$ cat src/rtl/dio_read_pkg.sv
package dio_read_pkg;
  typedef enum logic [2:0] {
    RX_OPC,
    RX_ADDR,
    RX_DUMMY,
    RX_DATA,
    RX_SKIP
  } rx_state_e;

  localparam logic [7:0] OPC_DIO_RD    = 8'hBB;
  localparam logic [7:0] OPC_DIO_RD_4B = 8'hBC;
endpackage

$ cat src/rtl/dio_sck_edge.sv
module dio_sck_edge (
  input  logic clk_i,
  input  logic rst_ni,
  input  logic sck_i,
  output logic rise_o,
  output logic fall_o
);
  logic sck_q;

  always_ff @(posedge clk_i or negedge rst_ni) begin
    if (!rst_ni) sck_q <= 1'b0;
    else         sck_q <= sck_i;
  end

  assign rise_o = sck_i & ~sck_q;
  assign fall_o = ~sck_i & sck_q;
endmodule

$ cat src/rtl/dio_cmd_rx.sv
module dio_cmd_rx
  import dio_read_pkg::*;
#(
  parameter int ARRAY_AW = 24,
  parameter int DUMMY_W  = 4
) (
  input  logic                clk_i,
  input  logic                rst_ni,
  input  logic                cs_ni,
  input  logic                rise_i,
  input  logic [1:0]          io_i,
  input  logic                ext_addr_i,
  input  logic [DUMMY_W-1:0]  dummy_cycles_i,
  output logic                addr_done_o,
  output logic [ARRAY_AW-1:0] addr_o,
  output logic                data_phase_o
);
  localparam int SH_W = ARRAY_AW;  // must be >= 8: opcode shares the register

  rx_state_e           state_q;
  logic [4:0]          cnt_q;
  logic [DUMMY_W-1:0]  dcnt_q;
  logic [SH_W-1:0]     sh_q;
  logic                four_q;
  logic [7:0]          opc;
  logic [SH_W-1:0]     sh_nxt;
  logic [4:0]          last_pair;

  assign opc       = {sh_q[6:0], io_i[0]};
  assign sh_nxt    = {sh_q[SH_W-3:0], io_i[1], io_i[0]};  // high address bits fall off
  assign last_pair = four_q ? 5'd15 : 5'd11;

  always_ff @(posedge clk_i or negedge rst_ni) begin
    if (!rst_ni) begin
      state_q <= RX_OPC;
      cnt_q   <= '0;
      dcnt_q  <= '0;
      sh_q    <= '0;
      four_q  <= 1'b0;
    end else if (cs_ni) begin
      state_q <= RX_OPC;
      cnt_q   <= '0;
      dcnt_q  <= '0;
      sh_q    <= '0;
      four_q  <= 1'b0;
    end else if (rise_i) begin
      unique case (state_q)
        RX_OPC: begin
          sh_q  <= {sh_q[SH_W-2:0], io_i[0]};
          cnt_q <= cnt_q + 5'd1;
          if (cnt_q == 5'd7) begin
            cnt_q <= '0;
            sh_q  <= '0;
            if (opc == OPC_DIO_RD) begin
              four_q  <= ext_addr_i;
              state_q <= RX_ADDR;
            end else if (opc == OPC_DIO_RD_4B) begin
              four_q  <= 1'b1;
              state_q <= RX_ADDR;
            end else begin
              state_q <= RX_SKIP;
            end
          end
        end
        RX_ADDR: begin
          sh_q  <= sh_nxt;
          cnt_q <= cnt_q + 5'd1;
          if (cnt_q == last_pair) begin
            cnt_q   <= '0;
            state_q <= (dummy_cycles_i == '0) ? RX_DATA : RX_DUMMY;
          end
        end
        RX_DUMMY: begin
          dcnt_q <= dcnt_q + DUMMY_W'(1);
          if (dcnt_q == dummy_cycles_i - DUMMY_W'(1)) state_q <= RX_DATA;
        end
        default: ;
      endcase
    end
  end

  assign addr_done_o  = rise_i & ~cs_ni & (state_q == RX_ADDR) & (cnt_q == last_pair);
  assign addr_o       = sh_nxt;
  assign data_phase_o = (state_q == RX_DATA);

  // a rejected opcode keeps the decoder parked until chip select rises
  a_r5_skip_holds: assert property (@(posedge clk_i) disable iff (!rst_ni)
    (state_q == RX_SKIP && !cs_ni) |=> state_q == RX_SKIP);
endmodule

$ cat src/rtl/dio_data_tx.sv
module dio_data_tx (
  input  logic       clk_i,
  input  logic       rst_ni,
  input  logic       cs_ni,
  input  logic       fall_i,
  input  logic       active_i,
  input  logic [7:0] byte_i,
  output logic [1:0] io_o,
  output logic       drive_o,
  output logic       load_o
);
  logic [7:0] sh_q;
  logic [1:0] pair_q;
  logic       drive_q;

  assign load_o = fall_i & active_i & ~cs_ni & (pair_q == 2'd0);

  always_ff @(posedge clk_i or negedge rst_ni) begin
    if (!rst_ni) begin
      sh_q    <= '0;
      pair_q  <= '0;
      drive_q <= 1'b0;
    end else if (cs_ni) begin
      pair_q  <= '0;
      drive_q <= 1'b0;
    end else if (fall_i && active_i) begin
      sh_q    <= load_o ? byte_i : {sh_q[5:0], 2'b00};
      pair_q  <= pair_q + 2'd1;
      drive_q <= 1'b1;
    end
  end

  assign io_o    = sh_q[7:6];
  assign drive_o = drive_q;

  // the first pair of every byte is its top two bits
  a_r8_msb_pair_first: assert property (@(posedge clk_i) disable iff (!rst_ni)
    load_o |=> io_o == $past(byte_i[7:6]));
endmodule

$ cat src/rtl/dio_read_responder.sv
module dio_read_responder #(
  parameter int ARRAY_AW = 24,
  parameter int DUMMY_W  = 4
) (
  input  logic                clk_i,
  input  logic                rst_ni,
  input  logic                sck_i,
  input  logic                cs_ni,
  input  logic [1:0]          io_i,
  output logic [1:0]          io_o,
  output logic [1:0]          io_oe_o,
  input  logic                ext_addr_i,
  input  logic [DUMMY_W-1:0]  dummy_cycles_i,
  output logic                mem_req_o,
  output logic [ARRAY_AW-1:0] mem_addr_o,
  input  logic [7:0]          mem_rdata_i
);
  logic                rise, fall;
  logic                addr_done, data_phase, load, drive;
  logic [ARRAY_AW-1:0] addr_w, rd_addr_q;
  logic                fetch_q, fill_q;
  logic [7:0]          buf_q;

  dio_sck_edge i_edge (
    .clk_i  (clk_i),
    .rst_ni (rst_ni),
    .sck_i  (sck_i),
    .rise_o (rise),
    .fall_o (fall)
  );

  dio_cmd_rx #(.ARRAY_AW(ARRAY_AW), .DUMMY_W(DUMMY_W)) i_rx (
    .clk_i          (clk_i),
    .rst_ni         (rst_ni),
    .cs_ni          (cs_ni),
    .rise_i         (rise),
    .io_i           (io_i),
    .ext_addr_i     (ext_addr_i),
    .dummy_cycles_i (dummy_cycles_i),
    .addr_done_o    (addr_done),
    .addr_o         (addr_w),
    .data_phase_o   (data_phase)
  );

  dio_data_tx i_tx (
    .clk_i    (clk_i),
    .rst_ni   (rst_ni),
    .cs_ni    (cs_ni),
    .fall_i   (fall),
    .active_i (data_phase),
    .byte_i   (buf_q),
    .io_o     (io_o),
    .drive_o  (drive),
    .load_o   (load)
  );

  // Fetch on address completion, prefetch the next byte whenever one is loaded
  always_ff @(posedge clk_i or negedge rst_ni) begin
    if (!rst_ni) begin
      rd_addr_q <= '0;
      fetch_q   <= 1'b0;
      fill_q    <= 1'b0;
      buf_q     <= '0;
    end else begin
      fetch_q <= 1'b0;
      fill_q  <= fetch_q;
      if (fill_q) buf_q <= mem_rdata_i;
      if (addr_done) begin
        rd_addr_q <= addr_w;
        fetch_q   <= 1'b1;
      end else if (load) begin
        rd_addr_q <= rd_addr_q + 1'b1;  // wraps at the array top
        fetch_q   <= 1'b1;
      end
    end
  end

  assign mem_req_o  = fetch_q;
  assign mem_addr_o = rd_addr_q;
  assign io_oe_o    = {2{drive & ~cs_ni}};

  // each prefetch targets the next address, modulo the array size
  a_r9_addr_step: assert property (@(posedge clk_i) disable iff (!rst_ni)
    (load && !addr_done) |=> mem_addr_o == $past(mem_addr_o) + 1'b1);

  // IO released outside the data phase
  a_r7_released_outside_data: assert property (@(posedge clk_i) disable iff (!rst_ni)
    !data_phase |-> io_oe_o == 2'b00);

  // chip select rising ends the data phase
  a_r11_cs_ends_data: assert property (@(posedge clk_i) disable iff (!rst_ni)
    $rose(cs_ni) |=> !data_phase);
endmodule

$ cat config.mk
export PLATFORM = sky130hd
export DESIGN_NAME = dio_read_responder
export DESIGN_NICKNAME = d
export VERILOG_FILES = /design/src/rtl/dio_read_pkg.sv /design/src/rtl/dio_sck_edge.sv /design/src/rtl/dio_cmd_rx.sv /design/src/rtl/dio_data_tx.sv /design/src/rtl/dio_read_responder.sv
export SDC_FILE = /design/constraint.sdc
export NUM_CORES = 1
export LEC_CHECK = 0
export BUFFER_PORTS_ARGS = -buffer_cell sky130_fd_sc_hd__buf_2
export CORE_ASPECT_RATIO = 2
export CORE_UTILIZATION = 40
export CTS_BUF_LIST = sky130_fd_sc_hd__clkbuf_8 sky130_fd_sc_hd__clkbuf_16
export DETAILED_ROUTE_END_ITERATION = 10
export HOLD_SLACK_MARGIN = 0.15
export SYNTH_ARGS = -nofsm -noshare
export SYNTH_HDL_FRONTEND = slang
export SYNTH_HIERARCHICAL = 1
export SYNTH_SLANG_ARGS = --single-unit
$ cat constraint.sdc
create_clock -name clk_i -period 6.9 [get_ports clk_i]
set_input_delay 0.69 -clock clk_i [delete_from_list [all_inputs] [get_ports clk_i]]
set_output_delay 0.69 -clock clk_i [all_outputs]
set_load 0.01 [all_outputs]
**After elaboration in Yosys (flattened, before gate mapping)**

Index checks and enable logic that the tools add are counted.

- Register bits: 81
- Input bits: 19
- Output and inout port bits: 29

- Add/sub/neg operators: 5
- Equal/unequal tests: 11
- Mux-type cells: 37
- Bitwise logic cells: 12
- Reductions and logical operators: 18

Operators by type and width:

| operator | number |
|---|---|
| $mux 22 | 3 |
| $mux 24 | 2 |
| $pmux 22 s2 | 1 |
| $add 24x1->24 const B | 1 |
| $mux 3 | 8 |
| $mux 5 | 4 |
| $eq 8x8->1 const B | 2 |
| $mux 4 | 3 |
| $reduce_bool 2->1 | 6 |
| $mux 1 | 11 |
| $pmux 5 s2 | 1 |
| $and 1x1->1 | 9 |
| $ne 3x2->1 const B | 3 |
| $pmux 3 s3 | 1 |
| $mux 8 | 1 |
| $eq 3x2->1 const B | 2 |
| $reduce_and 2->1 | 3 |
| $reduce_bool 3->1 | 2 |
| $add 5x1->5 const B | 1 |
| $eq 5x3->1 const B | 1 |
| $eq 5x5->1 | 1 |
| $reduce_and 5->1 | 1 |
| $add 4x1->4 const B | 1 |
| $eq 4x4->1 | 1 |
| 11 further kinds | 14 |

**Depth between registers and ports, before layout**

- Depth after elaboration: 7
- Depth in mapped cells: 10
- Depth with buffers taken out: 8

**Modules after synthesis**

The synthesis kept the hierarchy.

Modules (own cells, without submodules):

| module | instances | cells each | area an instance (um2) |
|---|---|---|---|
| dio_cmd_rx | 1 | 197 | 2013.2 |
| dio_read_responder | 1 | 181 | 1749.2 |
| dio_data_tx | 1 | 46 | 593.1 |
| dio_sck_edge | 1 | 3 | 40.0 |

**Worst setup path after synthesis**

Ideal clock, no wire load.

- Kind: register to register
- From: register i_rx.state_q[0]
- To: register rd_addr_q[21] (netlist: mem_addr_o[21])
- Arrival: 2.634 ns
- Data required time: 6.818 ns
- Setup slack: 4.184 ns
- Stages on the path, launching flop included: 11
- Path buffers: 2
- Clock period less this slack: 2.716 ns
- Cell sequence: dfrtp_1 inv_1 nor3b_1 and3b_1 buf_6 and2_2 buf_2 nand4_1 nor2_1 or4b_1 a31oi_1

- Longest elaborated chain between the ends: 5
- Elaborated cells on any way between the ends: 9

RTL lines:

| what | line | RTL |
|---|---|---|
| from (decl) | dio_cmd_rx.sv:20 | `rx_state_e state_q;` |
| from (signal assigned) | dio_cmd_rx.sv:70 | `state_q <= (dummy_cycles_i == '0) ? RX_DATA : RX_DUMMY;` |
| $eq 3x2->1 | dio_cmd_rx.sv:84 | `assign data_phase_o = (state_q == RX_DATA);` |
| via data_phase | dio_read_responder.sv:19 | `logic addr_done, data_phase, load, drive;` |
| $and 1x1->1 (3 in a row) | dio_data_tx.sv:16 | `assign load_o = fall_i & active_i & ~cs_ni & (pair_q == 2'd0);` |
| via load | dio_read_responder.sv:19 |  |
| $reduce_bool 2->1 (no source line) | n/a |  |
| to (signal assigned) | dio_read_responder.sv:69 | `rd_addr_q <= addr_w;` |
| to (signal assigned) | dio_read_responder.sv:72 | `rd_addr_q <= rd_addr_q + 1'b1;` |
| to (decl) | dio_read_responder.sv:20 | `logic [ARRAY_AW-1:0] addr_w, rd_addr_q;` |

The timed path passes the listed nets, and every way through them passes these cells.
A chain may end at the register's enable or synchronous reset.

**Worst setup path after layout**

- From: register i_rx.state_q[1]
- To: register rd_addr_q[21] (netlist: mem_addr_o[21])

The elaborated chain is that of the path after synthesis.

==> results_dict.tcl <==
set metrics [dict create \
    grt_pass1_wl_mm 16.4 \
    drt_wl_total_mm 9.72 \
    grt_use_total 0.186 \
    critPathArrivalTime_ns 3.68 \
    yosysSeqAreaShare 0.461 \
    io_buffer_count 47 \
    fillCellCount 1037 \
    powerDensity_mw_per_mm2 205 \
    initialDrtViolationCount 107 \
    maxSlewViolCount 0 \
    maxCapViolations 0 \
    hold_class "reg -> reg" \
    place_inst 586 \
    synth_seq_cells 81 \
    ir_drop_v 0.000131 \
    num_vias 3289 \
    worstPathBufferInverterCount 0 \
    antenna_found_initial 0 \
    dieArea_mm2 0.0114 \
    final_hold_viol_count 0 \
    synthToLayoutAreaGrowth_pct 12.5 \
    final_nets 484 \
    postSynthNetCount 451 \
    netlist_area_mm2 0.00440 \
    row_count 53 \
    synth_top_area_frac 0.461 \
    worst_slew_pin_slew_ns 1.03 \
    cp_cell_sequence "nor3b_1 -> and3b_1 -> and2_2 -> nand4_1 -> nor2_1 -> or4b_1 -> a31oi_1" \
    ys_types 66 \
    async_reset_ff_frac 1.00 \
    die_h_um 150 \
    syn_avg_cell_area_um2 10.3 \
    post_cts_buffers 0 \
    yosysTopAreaCell "dfrtp_1" \
    ys.warnings.count 6 \
    slowest_delay_ns 0.58 \
    place_congestion 0.789 \
    ios 48 \
    final.min_clock_period_ns 3.41 \
    multi_input_area_mm2 0.00216 \
    critPathMaxFanout 10 \
    rsz0062_at_grt "false" \
    critPathKind "reg -> reg" \
    cts_tree "done" \
    cellLeakagePower_nw 2.15 \
    dp_hpwl_mm 6.85 \
    setup_viol_count_final 0 \
    route.detailed.drc 0 \
    fin_crit_sh 0.495 \
    max_slew_margin 0.315 \
    final_cells 602 \
    worstPathRequired_ns 7.16 \
    die_x_um 76.1 \
    synth_edf_count 0 \
    synthCells 427 \
    fin_skew_ns 0.00880 \
    seqCellArea_mm2 0.00203 \
    grt-ovfl-total 0 \
    coreArea_mm2 0.0106 \
    cpMaxStageDelayCell "and3b_1" \
    initial_utilization 0.414 \
    status "complete, no violations" \
    drive_gt1_frac 0.209 \
    worstSetupEndpointType "register" \
    numCtsBuffers 9 \
    path_clk_slew_ns 0.07 \
    grt_max_degree 82 \
    max_freq_ghz 0.293 \
    wl_per_cell_um 16.1 \
    clkSinkCount 81 \
    antenna_left 0 \
    holdBufCountCts 0 \
    ys_top_cells_by_area "dfrtp_1 46%, mux2i_1 5.2%, nand2_1 4.4%, o21ai_0 4.2%, xnor2_1 2.8%" \
    synth_ff_type "dfrtp_1" \
    fin_tns_setup_ns 0 \
    drtPass1Iterations 4 \
    diodes 0 \
    cts_root_buf "clkbuf_16" \
    worstSkewPairLatency_ns 0.35 \
    crit_family "simple AND/OR/NAND/NOR gates" \
    start_kind "register" \
    via_per_inst 5.46 \
    grt_pass1_vias 3369 \
    post_cts_resized 0 \
    ctsHtreeMaxLevel 3 \
    clockBufferDepth 2 \
]
-- final timing paths --
check / from / end / slack, ns / cells past startpoint
max in group asynchronous: rst_ni / mem_addr_o[17]$_DFFE_PN0P_ / 5.72 / 1
hold / removal: mem_req_o$_DFF_PN0_ / fill_q$_DFF_PN0_ / 0.42 / 0
hold reg to reg: mem_req_o$_DFF_PN0_ / fill_q$_DFF_PN0_ / 0.42 / 0
setup reg to reg: i_rx/state_q[1]$_DFFE_PN0P_ / mem_addr_o[21]$_DFFE_PN0P_ / 3.49 / 7
setup / recovery: i_rx/state_q[1]$_DFFE_PN0P_ / mem_addr_o[21]$_DFFE_PN0P_ / 3.49 / 7
min in group asynchronous: rst_ni / mem_addr_o[8]$_DFFE_PN0P_ / 0.51 / 1
-- Yosys cell counts, drive strengths merged (4+ instances only) --
| cell | n |
|---|---|
| a31oi | 11 |
| or4 | 4 |
| xnor2 | 14 |
| o21ai | 42 |
| nor3b | 8 |
| nand4 | 9 |
| inv | 11 |
| mux2i | 23 |
| nor4 | 4 |
| nor3 | 4 |
| o211ai | 4 |
| dfrtp | 81 |
| or3 | 6 |
| buf | 16 |
| a22oi | 5 |
| ha | 5 |
| xor2 | 8 |
| nand2 | 53 |
| and3 | 6 |
| clkbuf | 11 |
| nand3 | 12 |
| nor2b | 4 |
| nor2 | 22 |
| a21oi | 4 |
| mux2 | 20 |
-- power by group --
part           leakage [nW]  total [mW]  internal, mW  switching (mW)
sequential             1.10       0.491         0.483         0.00840
combinational         0.911      0.0493        0.0186          0.0307
clock                 0.142       0.472         0.265           0.206
-- sequential cells by signal, summed over array words and instances (netlist names), 2 cells and up --
| name | flops |
|---|---|
| i_tx/sh_q | 8 |
| i_rx/sh_q | 22 |
| i_rx/state_q | 3 |
| i_tx/pair_q | 2 |
| buf_q | 8 |
| mem_addr_o | 24 |
| i_rx/dcnt_q | 4 |
| i_rx/cnt_q | 5 |
-- layout make-up --
| type | instances | share of cell area |
|---|---|---|
| Clock buffer | 11 | 0.0511 |
| Clock inverter | 5 | 0.00784 |
| Inverter | 12 | 0.00911 |
| Multi-Input combinational cell | 307 | 0.436 |
| Sequential cell | 81 | 0.410 |
| Tap cell | 137 | 0.0347 |
| Timing Repair Buffer | 49 | 0.0511 |
-- stage by stage --
| step | utilization | power [mW] | area, um^2 | setup WS, ns | hold WS [ns] |
|---|---|---|---|---|---|
| after floorplan | - | 0.525 | 4400 | 4.18 | 0.394 |
| after global placement | 0.439 | 0.549 | 4650 | 3.63 | 0.372 |
| after detailed placement | 0.439 | 0.551 | 4650 | 3.47 | 0.373 |
| after CTS | 0.466 | 1.02 | 4950 | 3.46 | 0.416 |
| after global routing | 0.466 | 1.05 | 4950 | 3.13 | 0.428 |
| final | 0.466 | 1.01 | 4950 | 3.49 | 0.416 |
-- routing by layer --
| metal | up-vias | GRT usage | part of all wire |
|---|---|---|---|
| met3 | 19 | 0.0200 | 0.026 |
| met5 | - | 0 | 0 |
| met1 | 1620 | 0.199 | 0.39 |
| met2 | 58 | 0.346 | 0.56 |
| met4 | 0 | 0.119 | 0.025 |
| li1 | 1592 | - | - |
-- cell usage in the layout (no fill, tap or decap), types with 11 or more instances in the layout --
cell type,synthesis,layout
nor2_1,22,21
o21ai_0,37,37
nand2_1,52,52
nand3_1,11,11
xnor2_1,14,14
a31oi_1,11,11
inv_1,11,11
buf_2,2,46
mux2i_1,23,23
dfrtp_1,81,81
-- cell families (layout without fill, tap and decap cells) --
| group | after synthesis | after routing | share of synthesized area |
|---|---|---|---|
| AO/OA/AOI/OAI | 85 | 85 | 0.123 |
| XOR/XNOR | 23 | 23 | 0.0492 |
| adder cells (fa/ha/maj) | 5 | 5 | 0.0142 |
| buffers and inverters | 39 | 77 | 0.0510 |
| flip-flops | 81 | 81 | 0.461 |
| multiplexers | 43 | 43 | 0.109 |
| AND/OR/NAND/NOR | 151 | 151 | 0.193 |
No activity file was read; power rests on OpenSTA's default activity.
